$ cat src/rtl/tmr_pkg.sv
package tmr_pkg;
    localparam int NUM_GR = 4;

    typedef enum logic [1:0] {
        CS_OFF,
        CS_OWN,
        CS_FOLLOW,
        CS_MUTED
    } clr_state_e;

    localparam logic [2:0] CODE_NONE   = 3'b000;
    localparam logic [2:0] CODE_A      = 3'b001;
    localparam logic [2:0] CODE_B      = 3'b010;
    localparam logic [2:0] CODE_SYNC_L = 3'b011;
    localparam logic [2:0] CODE_NONE_H = 3'b100;
    localparam logic [2:0] CODE_C      = 3'b101;
    localparam logic [2:0] CODE_D      = 3'b110;
    localparam logic [2:0] CODE_SYNC_H = 3'b111;

    function automatic logic [1:0] src_index(input logic [2:0] code);
        logic [1:0] idx;
        unique case (code)
            CODE_B:  idx = 2'd1;
            CODE_C:  idx = 2'd2;
            CODE_D:  idx = 2'd3;
            default: idx = 2'd0;
        endcase
        return idx;
    endfunction
endpackage

$ cat src/rtl/tmr_gr_slot.sv
module tmr_gr_slot #(
    parameter int CNT_W = 16
) (
    input  logic             clk,
    input  logic             rst_n,
    input  logic             wr,
    input  logic [CNT_W-1:0] wr_data,
    input  logic [CNT_W-1:0] count,
    input  logic             adv,
    input  logic             cap_mode,
    input  logic             inert,
    input  logic             cap_in,
    output logic [CNT_W-1:0] value,
    output logic             cmp_ev,
    output logic             cap_ev
);
    always_comb begin
        cmp_ev = adv && !cap_mode && !inert && (count == value);
        cap_ev = cap_in && cap_mode && !inert;
    end

    always_ff @(posedge clk or negedge rst_n) begin
        if (!rst_n)
            value <= '1;
        else if (wr)
            value <= wr_data;
        else if (cap_ev)
            value <= count;
    end
endmodule

$ cat src/rtl/tmr_clr_fsm.sv
module tmr_clr_fsm
    import tmr_pkg::*;
(
    input  logic              clk,
    input  logic              rst_n,
    input  logic [2:0]        code,
    input  logic              sync_en,
    input  logic              buf_c,
    input  logic              buf_d,
    input  logic [NUM_GR-1:0] ev,
    input  logic              sync_clr_in,
    output logic              own_clr,
    output logic              follow_clr
);
    clr_state_e state, nxt;

    always_comb begin
        unique case (code)
            CODE_A, CODE_B:           nxt = CS_OWN;
            CODE_C:                   nxt = buf_c ? CS_MUTED : CS_OWN;
            CODE_D:                   nxt = buf_d ? CS_MUTED : CS_OWN;
            CODE_SYNC_L, CODE_SYNC_H: nxt = sync_en ? CS_FOLLOW : CS_OFF;
            default:                  nxt = CS_OFF;
        endcase
    end

    always_ff @(posedge clk or negedge rst_n) begin
        if (!rst_n)
            state <= CS_OFF;
        else
            state <= nxt;
    end

    always_comb begin
        own_clr    = 1'b0;
        follow_clr = 1'b0;
        unique case (state)
            CS_OWN:    own_clr    = ev[src_index(code)];
            CS_FOLLOW: follow_clr = sync_clr_in;
            CS_MUTED:  own_clr    = 1'b0;
            default:   own_clr    = 1'b0;
        endcase
    end
endmodule

$ cat src/rtl/tmr_clrsel_chan.sv
module tmr_clrsel_chan
    import tmr_pkg::*;
#(
    parameter int CNT_W    = 16,
    parameter bit FULL_CLR = 1'b1
) (
    input  logic                    clk,
    input  logic                    rst_n,
    input  logic                    cnt_en,
    input  logic                    tick,
    input  logic                    wr_en,
    input  logic [2:0]              wr_addr,
    input  logic [CNT_W-1:0]        wr_data,
    input  logic [NUM_GR-1:0]       cap_in,
    input  logic                    sync_clr_in,
    output logic [CNT_W-1:0]        count,
    output logic [NUM_GR-1:0]       cmp_hit,
    output logic [NUM_GR-1:0]       cap_hit,
    output logic                    clr_out,
    output logic [7:0]              ctl_q,
    output logic [NUM_GR*CNT_W-1:0] gr_flat
);
    localparam logic [2:0] ADDR_CTL  = 3'd4;
    localparam logic [2:0] ADDR_CNT  = 3'd5;
    localparam logic [2:0] ADDR_MODE = 3'd6;
    localparam logic [7:0] CTL_MASK  = FULL_CLR ? 8'hFC : 8'h7C;

    logic [7:0]        ctl_r;
    logic [NUM_GR-1:0] mode_r;
    logic [NUM_GR-1:0] cmp_ev, cap_ev, ev;
    logic              adv, cnt_wr, own_clr, follow_clr;

    assign adv    = cnt_en && tick;
    assign cnt_wr = wr_en && (wr_addr == ADDR_CNT);
    assign ev     = cmp_ev | cap_ev;
    assign ctl_q  = ctl_r;

    always_ff @(posedge clk or negedge rst_n) begin
        if (!rst_n) begin
            ctl_r  <= '0;
            mode_r <= '0;
        end else if (wr_en) begin
            if (wr_addr == ADDR_CTL)
                ctl_r <= wr_data[7:0] & CTL_MASK;
            if (wr_addr == ADDR_MODE)
                mode_r <= wr_data[NUM_GR-1:0];
        end
    end

    for (genvar i = 0; i < NUM_GR; i++) begin : g_slot
        localparam logic [2:0] SLOT_ADDR = 3'(i);
        logic inert;
        if (i == 2) begin : g_bc
            assign inert = ctl_r[3];
        end else if (i == 3) begin : g_bd
            assign inert = ctl_r[2];
        end else begin : g_nb
            assign inert = 1'b0;
        end
        tmr_gr_slot #(.CNT_W(CNT_W)) u_slot (
            .clk     (clk),
            .rst_n   (rst_n),
            .wr      (wr_en && (wr_addr == SLOT_ADDR)),
            .wr_data (wr_data),
            .count   (count),
            .adv     (adv),
            .cap_mode(mode_r[i]),
            .inert   (inert),
            .cap_in  (cap_in[i]),
            .value   (gr_flat[i*CNT_W +: CNT_W]),
            .cmp_ev  (cmp_ev[i]),
            .cap_ev  (cap_ev[i])
        );
    end

    tmr_clr_fsm u_fsm (
        .clk        (clk),
        .rst_n      (rst_n),
        .code       (ctl_r[7:5]),
        .sync_en    (ctl_r[4]),
        .buf_c      (ctl_r[3]),
        .buf_d      (ctl_r[2]),
        .ev         (ev),
        .sync_clr_in(sync_clr_in),
        .own_clr    (own_clr),
        .follow_clr (follow_clr)
    );

    always_ff @(posedge clk or negedge rst_n) begin
        if (!rst_n) begin
            count   <= '0;
            clr_out <= 1'b0;
            cmp_hit <= '0;
            cap_hit <= '0;
        end else begin
            if (cnt_wr)
                count <= wr_data;
            else if (own_clr || follow_clr)
                count <= '0;
            else if (adv)
                count <= count + 1'b1;
            clr_out <= own_clr && !cnt_wr;
            cmp_hit <= cmp_ev;
            cap_hit <= cap_ev;
        end
    end
endmodule

$ cat config.mk
export PLATFORM = sky130hd
export DESIGN_NAME = tmr_clrsel_chan
export DESIGN_NICKNAME = d
export VERILOG_FILES = /design/src/rtl/tmr_pkg.sv /design/src/rtl/tmr_gr_slot.sv /design/src/rtl/tmr_clr_fsm.sv /design/src/rtl/tmr_clrsel_chan.sv
export SDC_FILE = /design/constraint.sdc
export NUM_CORES = 1
export LEC_CHECK = 0
export ABC_AREA = 0
export ABC_CLOCK_PERIOD_IN_PS = 2000
export CORE_MARGIN = 1.5
export CORE_UTILIZATION = 47
export CTS_CLUSTER_DIAMETER = 80
export DETAILED_ROUTE_END_ITERATION = 12
export HOLD_SLACK_MARGIN = 0.03
export MAX_ROUTING_LAYER = met4
export PLACE_DENSITY = 0.89
export RECOVER_POWER = 100
export SYNTH_ARGS = -nofsm -noshare
export SYNTH_HDL_FRONTEND = slang
export SYNTH_SLANG_ARGS = --single-unit
$ cat constraint.sdc
create_clock -name clk -period 2 [get_ports clk]
set_input_delay 0.4 -clock clk [delete_from_list [all_inputs] [get_ports clk]]
set_output_delay 0.4 -clock clk [all_outputs]
set_load 0.01 [all_outputs]
; ---- Word-level counts from Yosys, hierarchy flattened
; Index checks and enable logic that the tools add are counted.
[word_totals]
regBits = 101
latchBits = 0
ram_bits = 0
rom_bits = 0
out_inout_bits = 97
n_memories = 0
[op_classes]
n_addsub = 1
mul = 0
div = 0
magnitude_cmp = 1
eq_ne = 18
shift = 0
muxes = 21
bitwise_logic = 1
n_reduce_logical = 41
[op_table]
columns = operator, n
row1 = 16-bit two-way mux, 11
row2 = 16-bit equality test, 4
row3 = 1-bit logical AND, 23
row4 = 3-bit equality test (second input constant), 6
row5 = 16-bit by 1-bit adder with 16-bit output (second input constant), 1
row6 = 3-bit by 2-bit equality test with 1-bit output (second input constant), 4
row7 = 2-bit two-way mux, 4
row8 = 2-bit one-hot mux with 4 select lines, 1
row9 = 2-bit nonzero test, 4
row10 = 1-bit logical NOT, 7
row11 = 3-bit by 1-bit equality test with 1-bit output (second input constant), 2
row12 = 2-bit one-hot mux with 3 select lines, 1
row13 = 4-bit bitwise OR, 1
row14 = 2-bit AND reduction, 2
row15 = 2-bit OR reduction, 2
row16 = 3-bit logical NOT, 1
row17 = 2-bit by 3-bit < comparator with 1-bit output (second input constant), 1
row18 = 1-bit two-way mux, 3
row19 = 3-bit nonzero test, 1
row20 = 1-bit binary-select mux with 2-bit select, 1
row21 = 2-bit by 1-bit equality test with 1-bit output (second input constant), 1
row22 = 2-bit equality test (second input constant), 1
row23 = 1-bit logical OR, 1

; ---- Depth between registers and ports, before layout
[depth]
word_depth = 11
depth_mapped = 10
ltp_nobuf = 9

; ---- Hierarchy
; A second synthesis with hierarchy kept.
[unflattened]
cells_unflattened = 570
area_unflattened_um2 = 5730.5
[by_module_without_submodules]
columns = mod, n_inst, cells_each, area_per_inst_um2
row1 = tmr_gr_slot, 4, 93, 952.2
row2 = tmr_clrsel_chan, 1, 178, 1766.7
row3 = tmr_clr_fsm, 1, 20, 155.1

; ---- Least setup slack after synthesis
; Ideal clock, no wire load.
[synth_timing]
kind = register -> register
startpoint = register count[13]
endpoint = register count[14]
setup_time_ns = 0.121
t_arrival_ns = 2.069
required_time_ns = 1.879
slack_ns = -0.190
path_stages_with_launch = 9
path_buffers = 2
path_cell_list = dfrtp_1 buf_4 xnor2_2 nand4_1 or4_4 o31ai_4 a32oi_2 buf_2 a32o_1
[synth_via]
elab_chain_len = 9
[synth_lines]
columns = element, line_no
row1 = start: declaration, tmr_clrsel_chan.sv:16  ; output logic [CNT_W-1:0] count,
row2 = start signal: assignment, tmr_clrsel_chan.sv:97  ; count <= wr_data;
row3 = start signal: assignment, tmr_clrsel_chan.sv:101  ; count <= count + 1'b1;
row4 = 16-bit equality test, tmr_gr_slot.sv:18  ; cmp_ev = adv && !cap_mode && !inert && (count == value);
row5 = 1-bit logical AND, tmr_gr_slot.sv:18
row6 = 4-bit bitwise OR, tmr_clrsel_chan.sv:35  ; assign ev = cmp_ev | cap_ev;
row7 = 1-bit binary-select mux with 2-bit select, tmr_clr_fsm.sv:38  ; CS_OWN: own_clr = ev[src_index(code)];
row8 = 1-bit two-way mux (not written as such), tmr_clr_fsm.sv:38
row9 = 1-bit two-way mux, tmr_clr_fsm.sv:37  ; unique case (state)
row10 = 1-bit logical OR, tmr_clrsel_chan.sv:98  ; else if (own_clr || follow_clr)
row11 = 16-bit two-way mux, tmr_clrsel_chan.sv:98
row12 = 16-bit two-way mux, tmr_clrsel_chan.sv:96  ; if (cnt_wr)
; Parallel ways exist; a longest one is shown, timed or not. The select of a mux whose other input is x is not followed.
; A chain may end at the register's enable or synchronous reset.

; ---- Worst setup path in the final report
[layout_timing]
startpoint = register count[13]
endpoint = register count[8]
[layout_via]
elab_chain_len = 9
[layout_lines]
columns = element, line_no
row1 = 16-bit equality test, tmr_gr_slot.sv:18
row2 = 1-bit logical AND, tmr_gr_slot.sv:18
row3 = 4-bit bitwise OR *, tmr_clrsel_chan.sv:35
row4 = 1-bit binary-select mux with 2-bit select *, tmr_clr_fsm.sv:38
row5 = 1-bit two-way mux (not written as such) *, tmr_clr_fsm.sv:38
row6 = 1-bit two-way mux *, tmr_clr_fsm.sv:37
row7 = 1-bit logical OR *, tmr_clrsel_chan.sv:98
row8 = 16-bit two-way mux, tmr_clrsel_chan.sv:98
row9 = 16-bit two-way mux, tmr_clrsel_chan.sv:96
; Every way passes the cells marked *; elsewhere a longest branch is shown, timed or not. The select of a mux whose other input is x is not followed.

==> flow_metrics.env <==
export IMPL_arrival_ps=2850
export IMPL_initial_core_util_pct=48.70
export IMPL_route_vias_total=6446
export IMPL_first_pass_iters=7
export IMPL_num_rows=40
export IMPL_cts_made_buffers=9
export IMPL_routedWlPerCell_um=22.92
export IMPL_worstPathMaxFanout=7
export IMPL_critical_path_class="reg -> reg"
export IMPL_crit_path_end_kind="flop"
export IMPL_die_w_um=115.0
export IMPL_async_reset_ff_share_pct=100.0
export IMPL_area_growth_pct=51.68
export IMPL_synthFlopType="dfstp_2"
export IMPL_ir_worst_vdd_v=0.0007498
export IMPL_cp_startpoint="count[13]$_DFFE_PN0P_"
export IMPL_period_needed_ps=2581
export IMPL_hp_class="in -> async"
export IMPL_hpwl_um=15700
export IMPL_die_y_um=115.0
export IMPL_clk_pin_slew_worst_paths_ps=70
export IMPL_avgSynthCellArea_um2=9.590
export IMPL_setup_tns_ps=-8427
export IMPL_synth_area_um2=5898
export IMPL_clkSinkCount=101
export IMPL_slew_headroom_pct=26.23
export IMPL_seq_area_frac_synth_pct=44.21
export IMPL_final_max_slew_viol_count=0
export IMPL_cts_tree="done"
export IMPL_io_pins=126
export IMPL_path_cells="buf_6 -> xor2_2 -> nor4_2 -> nand4_1 -> o21ai_2 -> buf_4 -> a32o_2 -> o21ai_0 -> a21oi_1"
export IMPL_finalCritPeriodShare_pct=129.1
export IMPL_holdWs_ps=187.9
export IMPL_power_density_nw_per_um2=1266
export IMPL_drt_initial_drc_count=1068
export IMPL_die_area_um2=13230
export IMPL_antenna_found_initial=0
export IMPL_leakage_nw=4.214
export IMPL_fillCellCount=735
export IMPL_dp_slack_ps=-645.3
export IMPL_violations="setup timing"
export IMPL_drive_above_1_share_pct=35.81
export IMPL_finalWorstSetupSlack_ps=-581.0
export IMPL_cts_buffer_depth=2
export IMPL_status="finished with violations"
export IMPL_reg2reg_from="count[13]$_DFFE_PN0P_"
export IMPL_netlist_instances=615
export IMPL_setup_viol=22
export IMPL_hold_buffers=0
export IMPL_grt_total_usage_pct=37.04
export IMPL_worst_path_largest_cell_delay_ps=480
export IMPL_yosys_register_bits=101
export IMPL_drv_cap=0
export IMPL_synth_distinct_cells=55
export IMPL_drc_errors=0
export IMPL_rsz0062_at_grt="yes"
export IMPL_place_gp_congestion=0.9386
export IMPL_vias_per_cell=6.186
export IMPL_synth_edf_count=0
export IMPL_root_buffer="clkbuf_16"
export IMPL_wl_um=23890
export IMPL_dp_cells=1015
export IMPL_diodes=0
export IMPL_grt_pass1_wl_um=35630
export IMPL_grt_pass1_vias=6595
export IMPL_finalNonFillerCells=1042
export IMPL_grt_overflow_total=0
export IMPL_tightest_slew_ps=1103
export IMPL_cp_num_buf_inv=2
export IMPL_grt_start_max_net_pins=41
export IMPL_crit_slowest_cell="dfrtp_2"
export IMPL_htreeDepth=3
export IMPL_fmax_ghz=0.3874
export IMPL_yosysWarnings=0
export IMPL_start_kind="flop"
export IMPL_place_port_buffers=123
export IMPL_finClkSkew_ps=7.806
export IMPL_timing_hold_violations_final=0
export IMPL_finalNetCount=903
export IMPL_path_delay_family="compound AO/OA/AOI/OAI gates"
export IMPL_ant_nets=0
export IMPL_fin_util_pct=73.86
export IMPL_clock_latency_ps=360
export IMPL_crit_required_ps=2270
export IMPL_design_core_area_um2=12110
[cell type report]
class | instances | area [µm²] | share of cell area (%)
Timing Repair Buffer | 291 | 2565 | 28.67
Clock buffer | 11 | 232.7 | 2.601
Sequential cell | 101 | 2625 | 29.34
Multi-Input combinational cell | 455 | 3244 | 36.27
Inverter | 11 | 41.29 | 0.4615
Clock inverter | 5 | 27.53 | 0.3077
Tap cell | 168 | 210.2 | 2.350
[per-stage QoR]
step / area [µm²] / total power [W]
after floorplan: 5951 / 0.005881
after global placement: 8423 / 0.008754
after detailed placement: 8423 / 0.009015
after CTS: 8900 / 0.01090
after global routing: 8946 / 0.01171
final: 8946 / 0.01133
[cells in the final DEF (no fill, tap or decap), types with 23 or more instances in the layout]
master           Yosys  routed
a21oi_1             31      29
nor2_1              42      41
xor2_1              48      41
mux2i_1             56      56
nand2_1             85      84
clkdlybuf4s50_1      0     102
dfstp_2             64      62
buf_4                7     144
o21ai_0             56      54
dfrtp_1             37      23
[routing by layer]
| layer | up-vias | routed length [µm] | global-route usage [%] |
|---|---|---|---|
| met5 | - | 0 | - |
| met4 | 0 | 1948 | 21.65 |
| met3 | 213 | 2659 | 9.910 |
| met2 | 570 | 10740 | 57.30 |
| met1 | 3028 | 8535 | 43.50 |
| li1 | 2635 | - | - |
[worst paths after layout]
check | slack [ps] | to | cells past startpoint
worst max-delay path | -580 | count[8]$_DFFE_PN0P_ | 9
worst min-delay path | 190 | cap_hit[1]$_DFF_PN0_ | 1
worst max register to register | -580 | count[8]$_DFFE_PN0P_ | 9
worst min register to register | 580 | mode_r[2]$_DFFE_PN0P_ | 1
max in group asynchronous | 410 | ctl_q[6]$_DFFE_PN0P_ | 2
min in group clk | 580 | mode_r[2]$_DFFE_PN0P_ | 1
[state kept, by name (all words and copies together), names as in the netlist]
register / flops
count: 16
cap_hit: 4
cmp_hit: 4
g_slot.u_slot.value: 64
clr_out: 1
u_fsm.state: 2
ctl_q: 6
mode_r: 4
[where the power goes]
group          switching (W)  internal (W)  total, W
clock network       0.000815      0.000838   0.00165
logic                0.00286       0.00316   0.00602
registers           0.000671       0.00298   0.00365
total                0.00435       0.00698    0.0113
[logic make-up after synthesis]
| family | Yosys count | synth area share, % |
|---|---|---|
| xor+xnor | 65 | 9.779 |
| buf+inv | 60 | 4.815 |
| flops | 101 | 44.21 |
| other cells | 1 | 0.06358 |
| fa+ha+maj | 5 | 1.061 |
| compound gates | 128 | 14.26 |
| mux | 64 | 11.03 |
| simple gates | 191 | 14.79 |
[Yosys cell counts, types with 2 or more instances]
library cell	number	area, µm²
xor2_1	48	420.4
a22oi_2	2	25.02
a2bb2oi_1	3	26.28
buf_2	14	70.07
buf_1	3	11.26
o211ai_1	4	30.03
clkbuf_1	23	86.33
a32o_1	3	30.03
inv_1	11	41.29
nand4_1	9	56.30
nor4_1	13	81.33
a32oi_1	6	52.55
mux2i_1	56	560.5
ha_1	5	62.56
and3_1	5	31.28
a22oi_1	4	30.03
nand3b_1	2	15.01
buf_4	7	52.55
nand2_1	85	319.1
a21oi_1	31	155.2
buf_6	2	22.52
xnor2_1	16	140.1
nor3_1	5	25.02
mux2_2	8	90.09
nor3b_1	3	22.52
dfrtp_1	37	925.9
a21o_1	3	22.52
nor2_1	42	157.7
o21ai_0	56	280.3
and2_1	3	18.77
dfstp_2	64	1682
a2bb2oi_2	5	75.07
nand3_1	15	75.07
[worst reg2reg max path: stages (launching register included)]
cell and delay (ps):
dfrtp_2 480, buf_6 160, xor2_2 200, nor4_2 330, nand4_1 280, o21ai_2 280
buf_4 150, a32o_2 290, o21ai_0 130, a21oi_1 200
[what timing repair did]
action,in CTS,in global routing
gates resized for setup,36,26
endpoints found under the setup margin,26,28
pin swaps,14,5
setup buffers,11,2
No activity file was read; power rests on OpenSTA's default activity.
